[src/rtl/sw_pair_pkg.sv]
package sw_pair_pkg;

    // Role of one output leg of the switch pair.
    typedef enum logic {
        LEG_TOP = 1'b0,
        LEG_BOT = 1'b1
    } leg_role_e;

    // Leg state: released, or driving its switch.
    typedef enum logic {
        LEG_OFF = 1'b0,
        LEG_ON  = 1'b1
    } leg_state_e;

endpackage

[src/rtl/sw_pulse_qualifier.sv]
module sw_pulse_qualifier #(
    parameter int MINW_W = 6
) (
    input  logic              clk_i,
    input  logic              rst_ni,
    input  logic              tick_i,
    input  logic              demand_i,
    input  logic [MINW_W-1:0] minw_i,
    output logic              level_o
);

    typedef struct packed {
        logic              level;
        logic [MINW_W-1:0] cnt;
    } qual_t;

    qual_t q_q, q_d;
    logic [MINW_W-1:0] nxt_cnt;

    assign nxt_cnt = q_q.cnt + MINW_W'(1);

    always_comb begin
        q_d = q_q;
        if (minw_i == '0) begin
            // Deletion disabled: follow the demand directly.
            q_d.level = demand_i;
            q_d.cnt   = '0;
        end else if (demand_i == q_q.level) begin
            // Demand agrees with the accepted level: restart the hold count.
            q_d.cnt = '0;
        end else if (tick_i) begin
            if (nxt_cnt >= minw_i) begin
                q_d.level = demand_i;
                q_d.cnt   = '0;
            end else begin
                q_d.cnt = nxt_cnt;
            end
        end
    end

    always_ff @(posedge clk_i or negedge rst_ni) begin
        if (!rst_ni) begin
            q_q <= '0;
        end else begin
            q_q <= q_d;
        end
    end

    assign level_o = q_q.level;

endmodule

[src/rtl/sw_edge_delay_leg.sv]
module sw_edge_delay_leg
    import sw_pair_pkg::*;
#(
    parameter int CODE_W = 6
) (
    input  logic              clk_i,
    input  logic              rst_ni,
    input  logic              tick_i,
    input  logic              want_i,
    input  logic              other_i,
    input  logic [CODE_W-1:0] code_i,
    output logic              out_o
);

    localparam int CNT_W = CODE_W + 1;
    localparam logic [CNT_W-1:0] FULL_SPAN = CNT_W'(1 << CODE_W);

    typedef struct packed {
        leg_state_e       st;
        logic [CNT_W-1:0] cnt;
    } leg_t;

    leg_t q_q, q_d;
    logic [CNT_W-1:0] span;
    logic [CNT_W-1:0] nxt_cnt;

    // Inverted code: all ones -> 1 tick, all zeros -> FULL_SPAN ticks.
    assign span    = FULL_SPAN - {1'b0, code_i};
    assign nxt_cnt = q_q.cnt + CNT_W'(1);

    always_comb begin
        q_d = q_q;
        if (!want_i) begin
            // Falling edge passes at once; any pending rise is dropped.
            q_d.st  = LEG_OFF;
            q_d.cnt = '0;
        end else if (q_q.st == LEG_OFF && tick_i && !other_i) begin
            if (nxt_cnt >= span) begin
                q_d.st  = LEG_ON;
                q_d.cnt = '0;
            end else begin
                q_d.cnt = nxt_cnt;
            end
        end
    end

    always_ff @(posedge clk_i or negedge rst_ni) begin
        if (!rst_ni) begin
            q_q <= '{st: LEG_OFF, cnt: '0};
        end else begin
            q_q <= q_d;
        end
    end

    assign out_o = (q_q.st == LEG_ON);

endmodule

[src/rtl/sw_pair_deadtime.sv]
module sw_pair_deadtime
    import sw_pair_pkg::*;
#(
    parameter int CODE_W = 6,
    parameter int MINW_W = 6
) (
    input  logic              clk_i,
    input  logic              rst_ni,
    input  logic              tick_i,
    input  logic              demand_i,
    input  logic [CODE_W-1:0] dly_code_i,
    input  logic [MINW_W-1:0] min_width_i,
    output logic              top_o,
    output logic              bot_o
);

    localparam int NUM_LEGS = 2;

    logic                qual_lvl;
    logic [NUM_LEGS-1:0] leg_out;

    sw_pulse_qualifier #(
        .MINW_W(MINW_W)
    ) u_qual (
        .clk_i   (clk_i),
        .rst_ni  (rst_ni),
        .tick_i  (tick_i),
        .demand_i(demand_i),
        .minw_i  (min_width_i),
        .level_o (qual_lvl)
    );

    for (genvar g = 0; g < NUM_LEGS; g++) begin : g_leg
        localparam leg_role_e ROLE = (g == 0) ? LEG_TOP : LEG_BOT;
        logic want;
        assign want = (ROLE == LEG_TOP) ? qual_lvl : ~qual_lvl;

        sw_edge_delay_leg #(
            .CODE_W(CODE_W)
        ) u_leg (
            .clk_i  (clk_i),
            .rst_ni (rst_ni),
            .tick_i (tick_i),
            .want_i (want),
            .other_i(leg_out[NUM_LEGS-1-g]),
            .code_i (dly_code_i),
            .out_o  (leg_out[g])
        );
    end

    assign top_o = leg_out[0];
    assign bot_o = leg_out[1];

endmodule

[config.mk]
export PLATFORM = sky130hd
export DESIGN_NAME = sw_pair_deadtime
export DESIGN_NICKNAME = d
export VERILOG_FILES = /design/src/rtl/sw_pair_pkg.sv /design/src/rtl/sw_pulse_qualifier.sv /design/src/rtl/sw_edge_delay_leg.sv /design/src/rtl/sw_pair_deadtime.sv
export SDC_FILE = /design/constraint.sdc
export NUM_CORES = 1
export LEC_CHECK = 0
export BUFFER_PORTS_ARGS = -buffer_cell sky130_fd_sc_hd__buf_4
export CAP_MARGIN = 20
export CELL_PAD_IN_SITES_DETAIL_PLACEMENT = 2
export CELL_PAD_IN_SITES_GLOBAL_PLACEMENT = 2
export CORE_MARGIN = 3
export CORE_UTILIZATION = 39
export DETAILED_ROUTE_END_ITERATION = 12
export GPL_ROUTABILITY_DRIVEN = 1
export HOLD_SLACK_MARGIN = 0.08
export PLACE_DENSITY_LB_ADDON = 0.1
export SLEW_MARGIN = 20
export SYNTH_ARGS = -nofsm -noshare
export SYNTH_HDL_FRONTEND = slang
export SYNTH_SLANG_ARGS = --single-unit
[constraint.sdc]
create_clock -name clk_i -period 4.2 [get_ports clk_i]
set_input_delay 0.63 -clock clk_i [delete_from_list [all_inputs] [get_ports clk_i]]
set_output_delay 0.63 -clock clk_i [all_outputs]
set_load 0.02 [all_outputs]
# Yosys cells after proc, flatten, opt, wreduce, memory -nomap -nowiden
# Index checks and enable logic that the tools add are counted.
[word_totals] ff_bits=23 inputBits=16 word_cells=48
[classes] addsub=4 magnitude_cmp=3 n_eq_ne=4 muxes=14 n_bitwise=2 reduce_logical=15
[ops] cell="$mux W8" count=4
[ops] cell="$mux W7" count=4
[ops] cell="$add A7 B1 Y7 const B" count=2
[ops] cell="$ge A7 B7 Y1" count=2
[ops] cell="$mux W6" count=2
[ops] cell="$reduce_bool A2 Y1" count=4
[ops] cell="$sub A7 B6 Y7 const A" count=1
[ops] cell="$add A6 B1 Y6 const B" count=1
[ops] cell="$ge A6 B6 Y1" count=1
[ops] cell="$logic_not A6 Y1" count=1
[ops] cell="$ne A2 B1 Y1 const B" count=3
[ops] cell="$logic_and A1 B1 Y1" count=4
[ops] cell="$mux W1" count=4
[ops] cell="$reduce_and A2 Y1" count=2
[ops] cell="$reduce_and A3 Y1" count=1
[ops] cell="$reduce_bool A3 Y1" count=1
[ops] cell="$logic_not A1 Y1" count=2
[ops] cell="$not A1 Y1" count=2
[ops] cell="$eq A1 B1 Y1" count=1

# Depth between registers and ports, before layout
[logic_depth] word_depth=6 depth_mapped=11 depth_no_buf=11

# By module
# From an unflattened synthesis, not the netlist that was laid out.
[hier_totals] hier_cells=218 hier_area_um2=1978.1
[modules_own_cells] mod="sw_edge_delay_leg (g_leg[0].u_leg)" n_inst=1 cells_per_inst=76 area_each_um2=696.9 seq_area_each_um2=200.2
[modules_own_cells] mod="sw_edge_delay_leg (g_leg[1].u_leg)" n_inst=1 cells_per_inst=76 area_each_um2=693.2 seq_area_each_um2=200.2
[modules_own_cells] mod="sw_pulse_qualifier" n_inst=1 cells_per_inst=65 area_each_um2=584.3 seq_area_each_um2=175.2
[modules_own_cells] mod="sw_pair_deadtime" n_inst=1 cells_per_inst=1 area_each_um2=3.8 seq_area_each_um2=0.0

# Least setup slack after synthesis
# OpenSTA, ideal clock, no wires.
[synth_timing] kind="input -> register" from="input port dly_code_i[1]" to="register g_leg[1].u_leg.q_q[2] (netlist bit)" t_arrival_ps=2345 t_required_ps=4129 path_slack_ps=1783 path_stages=9 cell_sequence="or4_1 buf_2 nand2_1 ha_1 o21a_1 a211oi_1 a22o_2 a21oi_1 nor2_1"
[synth_between] elab_chain_len=5
[synth_lines] item="from (decl)" line_no="sw_pair_deadtime.sv:11" text="input logic [CODE_W-1:0] dly_code_i,"
[synth_lines] item="$sub A7 B6 Y7" line_no="sw_edge_delay_leg.sv:28" text="assign span = FULL_SPAN - {1'b0, code_i};"
[synth_lines] item="$ge A7 B7 Y1" line_no="sw_edge_delay_leg.sv:38" text="if (nxt_cnt >= span) begin"
[synth_lines] item="$mux W7" line_no="sw_edge_delay_leg.sv:38"
[synth_lines] item="$mux W8" line_no="sw_edge_delay_leg.sv:37" text="end else if (q_q.st == LEG_OFF && tick_i && !other_i) begin"
[synth_lines] item="$mux W8" line_no="sw_edge_delay_leg.sv:33" text="if (!want_i) begin"
[synth_lines] item="to (signal assigned)" line_no="sw_edge_delay_leg.sv:49" text="q_q <= '{st: LEG_OFF, cnt: '0};"
[synth_lines] item="to (signal assigned)" line_no="sw_edge_delay_leg.sv:51" text="q_q <= q_d;"
[synth_lines] item="to (decl)" line_no="sw_edge_delay_leg.sv:23" text="leg_t q_q, q_d;"
# Every way passes these cells. The select of a mux whose other input is x is not followed.
# A chain may end at the register's enable or synchronous reset.

# Worst setup path in the final report
[layout_timing] from="register g_leg[1].u_leg.q_q[0] (netlist bit)" to="register g_leg[1].u_leg.q_q[2] (netlist bit)"
[layout_between] elab_chain_len=5
[layout_lines] item="$add A7 B1 Y7 (*)" line_no="sw_edge_delay_leg.sv:29" text="assign nxt_cnt = q_q.cnt + CNT_W'(1);"
[layout_lines] item="$ge A7 B7 Y1" line_no="sw_edge_delay_leg.sv:38"
[layout_lines] item="$mux W7 (*)" line_no="sw_edge_delay_leg.sv:38"
[layout_lines] item="$mux W8 (*)" line_no="sw_edge_delay_leg.sv:37"
[layout_lines] item="$mux W8 (*)" line_no="sw_edge_delay_leg.sv:33"
# Mark *: on every way between the ends. The rest lies on a longest branch, timed or not. The select of a mux whose other input is x is not followed.

==> impl_metrics.json <==
{
  "cp_max_fo": 8,
  "r2r_end": "g_leg[1].u_leg.q_q[2]",
  "slew_viol_final": 0,
  "r2r_cells": 9,
  "clock.fmax_mhz": 392,
  "ant_nets": 0,
  "finalHoldViolations": 0,
  "cp-startpoint": "g_leg[1].u_leg.q_q[0]",
  "cp.depth": 9,
  "ctsResizeCount": 0,
  "fp.dieArea_um2": 5460,
  "worst_slew_pin_slew_ns": 0.892,
  "antenna_found_initial": 0,
  "hold_buffers": 0,
  "gp_congestion": 0.802,
  "die_y_um": 73.9,
  "worstPathArrival_ns": 2.76,
  "grt_max_degree": 24,
  "maxCapViolations": 0,
  "worst-path-buf-inv": 0,
  "io_pins": 18,
  "p_int_mw": 0.477,
  "crit_type": "reg -> reg",
  "skew_ns": 0.00779,
  "endpoint": "g_leg[1].u_leg.q_q[2]",
  "cts.sinks": 23,
  "synth_cell_types": 33,
  "path_clk_slew_ns": 0.09,
  "drive_above_1_share_pct": 12.1,
  "end_kind": "flip-flop",
  "yosysWarnings": 0,
  "synth_area_per_cell_um2": 8.81,
  "grt_pass1_wl_um": 8380,
  "nNetsFinal": 263,
  "max_stage_delay_ns": 0.54,
  "fin_crit_ns": 2.55,
  "ys_ff_latch": 23,
  "p_comb_share_pct": 42.7,
  "p_sw_share_pct": 41.0,
  "worstPathRequired_ns": 4.40,
  "antennaDiodeCount": 0,
  "cp-start-kind": "flip-flop",
  "viasPerCell": 5.71,
  "hp-class": "in -> async",
  "ir_drop_v": 0.000199,
  "vias": 1577,
  "setup_viol": 0,
  "die_x_um": 73.9,
  "dp_slack_ns": 1.44,
  "place_area_um2": 1990,
  "initial_core_util_pct": 40.7,
  "core_um2": 4410,
  "cts_tree": "built",
  "yosysSeqAreaShare_pct": 32.0,
  "mostFrequentLayoutCell": "nand2_1",
  "track_usage_pct": 19.8,
  "wl_um": 5020,
  "root_buffer": "clkbuf_8",
  "r2r-start": "g_leg[1].u_leg.q_q[0]",
  "crit_top_cell": "ha_1",
  "rrSetupSlack_ns": 1.65,
  "status": "finished clean",
  "path_cells": "ha_1 -> nand3_1 -> xnor2_1 -> ha_1 -> or4b_1 -> nand4_1 -> a22o_2 -> a21oi_1 -> nor2_1",
  "num_rows": 24,
  "stdcell_area_um2": 2030,
  "drc": 0,
  "setup_tns_ns": 0,
  "syn_to_final_growth_pct": 12.9,
  "clk_latency_ns": 0.27,
  "cts_buffer_depth": 2,
  "cts_buffers": 3,
  "drtIter0Drc": 35,
  "h-tree-depth": 1,
  "grt_pass1_vias": 1760,
  "overflow": 0,
  "final_cell_mix": "nand2_1, dfrtp_1, ha_1",
  "fin_ws_ns": 1.65,
  "power.leakage_nw": 0.994,
  "drt-pass1-iter-count": 4,
  "critPathTopFamily": "simple AND/OR/NAND/NOR gates",
  "fillCellCount": 507,
  "post_drt_wl_per_cell_um": 18.2,
  "switching_power_mw": 0.331,
  "critical_path.slowest_cell": "or4b_1",
  "netlist_area_um2": 1800,
  "cts_setup_buffers": 0,
  "power_density_nw_per_um2": 398,
  "synth_nets": 242,
  "slew_headroom_pct": 40.4,
  "io_buffers": 17,
  "power_frac_seq_pct": 39.8,
  "place.detailed.hpwl_um": 4140,
  "fin_crit_sh_pct": 60.8,
  "rsz0062_at_grt": "no",
  "synthCells": 204,
  "power.share.clock_pct": 17.5,
  "finish.utilization_pct": 46.0
}
layer usage:
metal / track usage, % / wire length [um]
met4: 4.23 / 32
met1: 23.4 / 2240
met5: 0 / 0
met2: 37.9 / 2640
met3: 2.19 / 114
metrics by stage:
stage	power, mW	cells	hold slack [ns]
6_report	0.809	276	0.241
2_1_floorplan	0.547	204	0.334
5_1_grt	0.880	276	0.257
3_5_place_dp	0.675	272	0.521
3_3_place_gp	0.639	272	0.482
4_1_cts	0.820	276	0.257
worst min path at each step:
stage | slack (ns) | end | depth (start not counted)
global route | 0.26 | g_leg[1].u_leg.out_o | 1
global placement | 0.48 | g_leg[0].u_leg.q_q[6] | 2
detailed placement | 0.52 | g_leg[0].u_leg.q_q[6] | 2
finish | 0.24 | g_leg[1].u_leg.out_o | 1
CTS | 0.26 | g_leg[1].u_leg.out_o | 1
floorplan | 0.33 | g_leg[0].u_leg.out_o | 0
sequential cells by signal, summed over array words and instances, names as in the netlist:
register           count
g_leg.u_leg.q_q       14
u_qual.q_q             6
g_leg.u_leg.out_o      2
u_qual.level_o         1
worst register-to-register path, delay by kind of cell (launching register included):
family | cells | cell delay, ns
and+or+nand+nor | 4 | 0.96
adders and majority gates | 2 | 0.52
AOI/OAI and AO/OA | 2 | 0.34
DFF | 1 | 0.46
xor gates and xnor gates | 1 | 0.19
cell usage after synthesis:
master,n,area (um^2)
xnor2_1,7,61.3
o2111ai_1,1,8.76
dfrtp_1,23,576
nand2_1,24,90.1
mux2_2,3,33.8
a21oi_1,8,40.0
inv_1,17,63.8
or4_1,1,7.51
a21boi_0,3,22.5
a22o_1,9,78.8
a211oi_1,2,15.0
ha_1,22,275
nor3_1,4,20.0
o21ai_0,14,70.1
o21bai_1,1,7.51
nor4_1,1,6.26
o21a_1,3,22.5
o31ai_1,1,7.51
a21o_1,2,15.0
a22o_2,1,10.0
nand4_1,4,25.0
buf_2,1,5.00
and4_1,2,17.5
a22oi_2,1,12.5
o41ai_2,2,32.5
nor3b_1,3,22.5
nand4b_1,2,17.5
nand2b_1,6,37.5
nor2_1,17,63.8
or4b_1,2,20.0
xor2_1,7,61.3
nand3_1,9,45.0
or3_1,1,6.26
cell type report:
class / instances / area (um^2) / area share (%)
Inverter: 17 / 63.8 / 3.14
Timing Repair Buffer: 17 / 128 / 6.28
Multi-Input combinational cell: 163 / 1150 / 56.8
Clock buffer: 4 / 45.0 / 2.22
Tap cell: 52 / 65.1 / 3.20
Sequential cell: 23 / 576 / 28.3
kinds of logic (layout without fill, tap and decap cells):
logic type | Yosys count | after routing | synth area share (%)
XOR/XNOR | 14 | 14 | 6.82
flip-flops | 23 | 23 | 32.0
multiplexers | 3 | 3 | 1.88
AND/OR/NAND/NOR | 76 | 76 | 21.1
AO/OA/AOI/OAI | 48 | 48 | 19.1
buffers and inverters | 18 | 38 | 3.83
adder cells (fa/ha/maj) | 22 | 22 | 15.3
power groups by stage:
stage	registers [mW]	logic (mW)	clock network (mW)
2_1_floorplan	0.310	0.237	0
3_3_place_gp	0.320	0.319	0
3_5_place_dp	0.326	0.349	0
4_1_cts	0.321	0.353	0.145
5_1_grt	0.332	0.392	0.156
6_report	0.322	0.346	0.141
(Power assumes the default switching activity.)
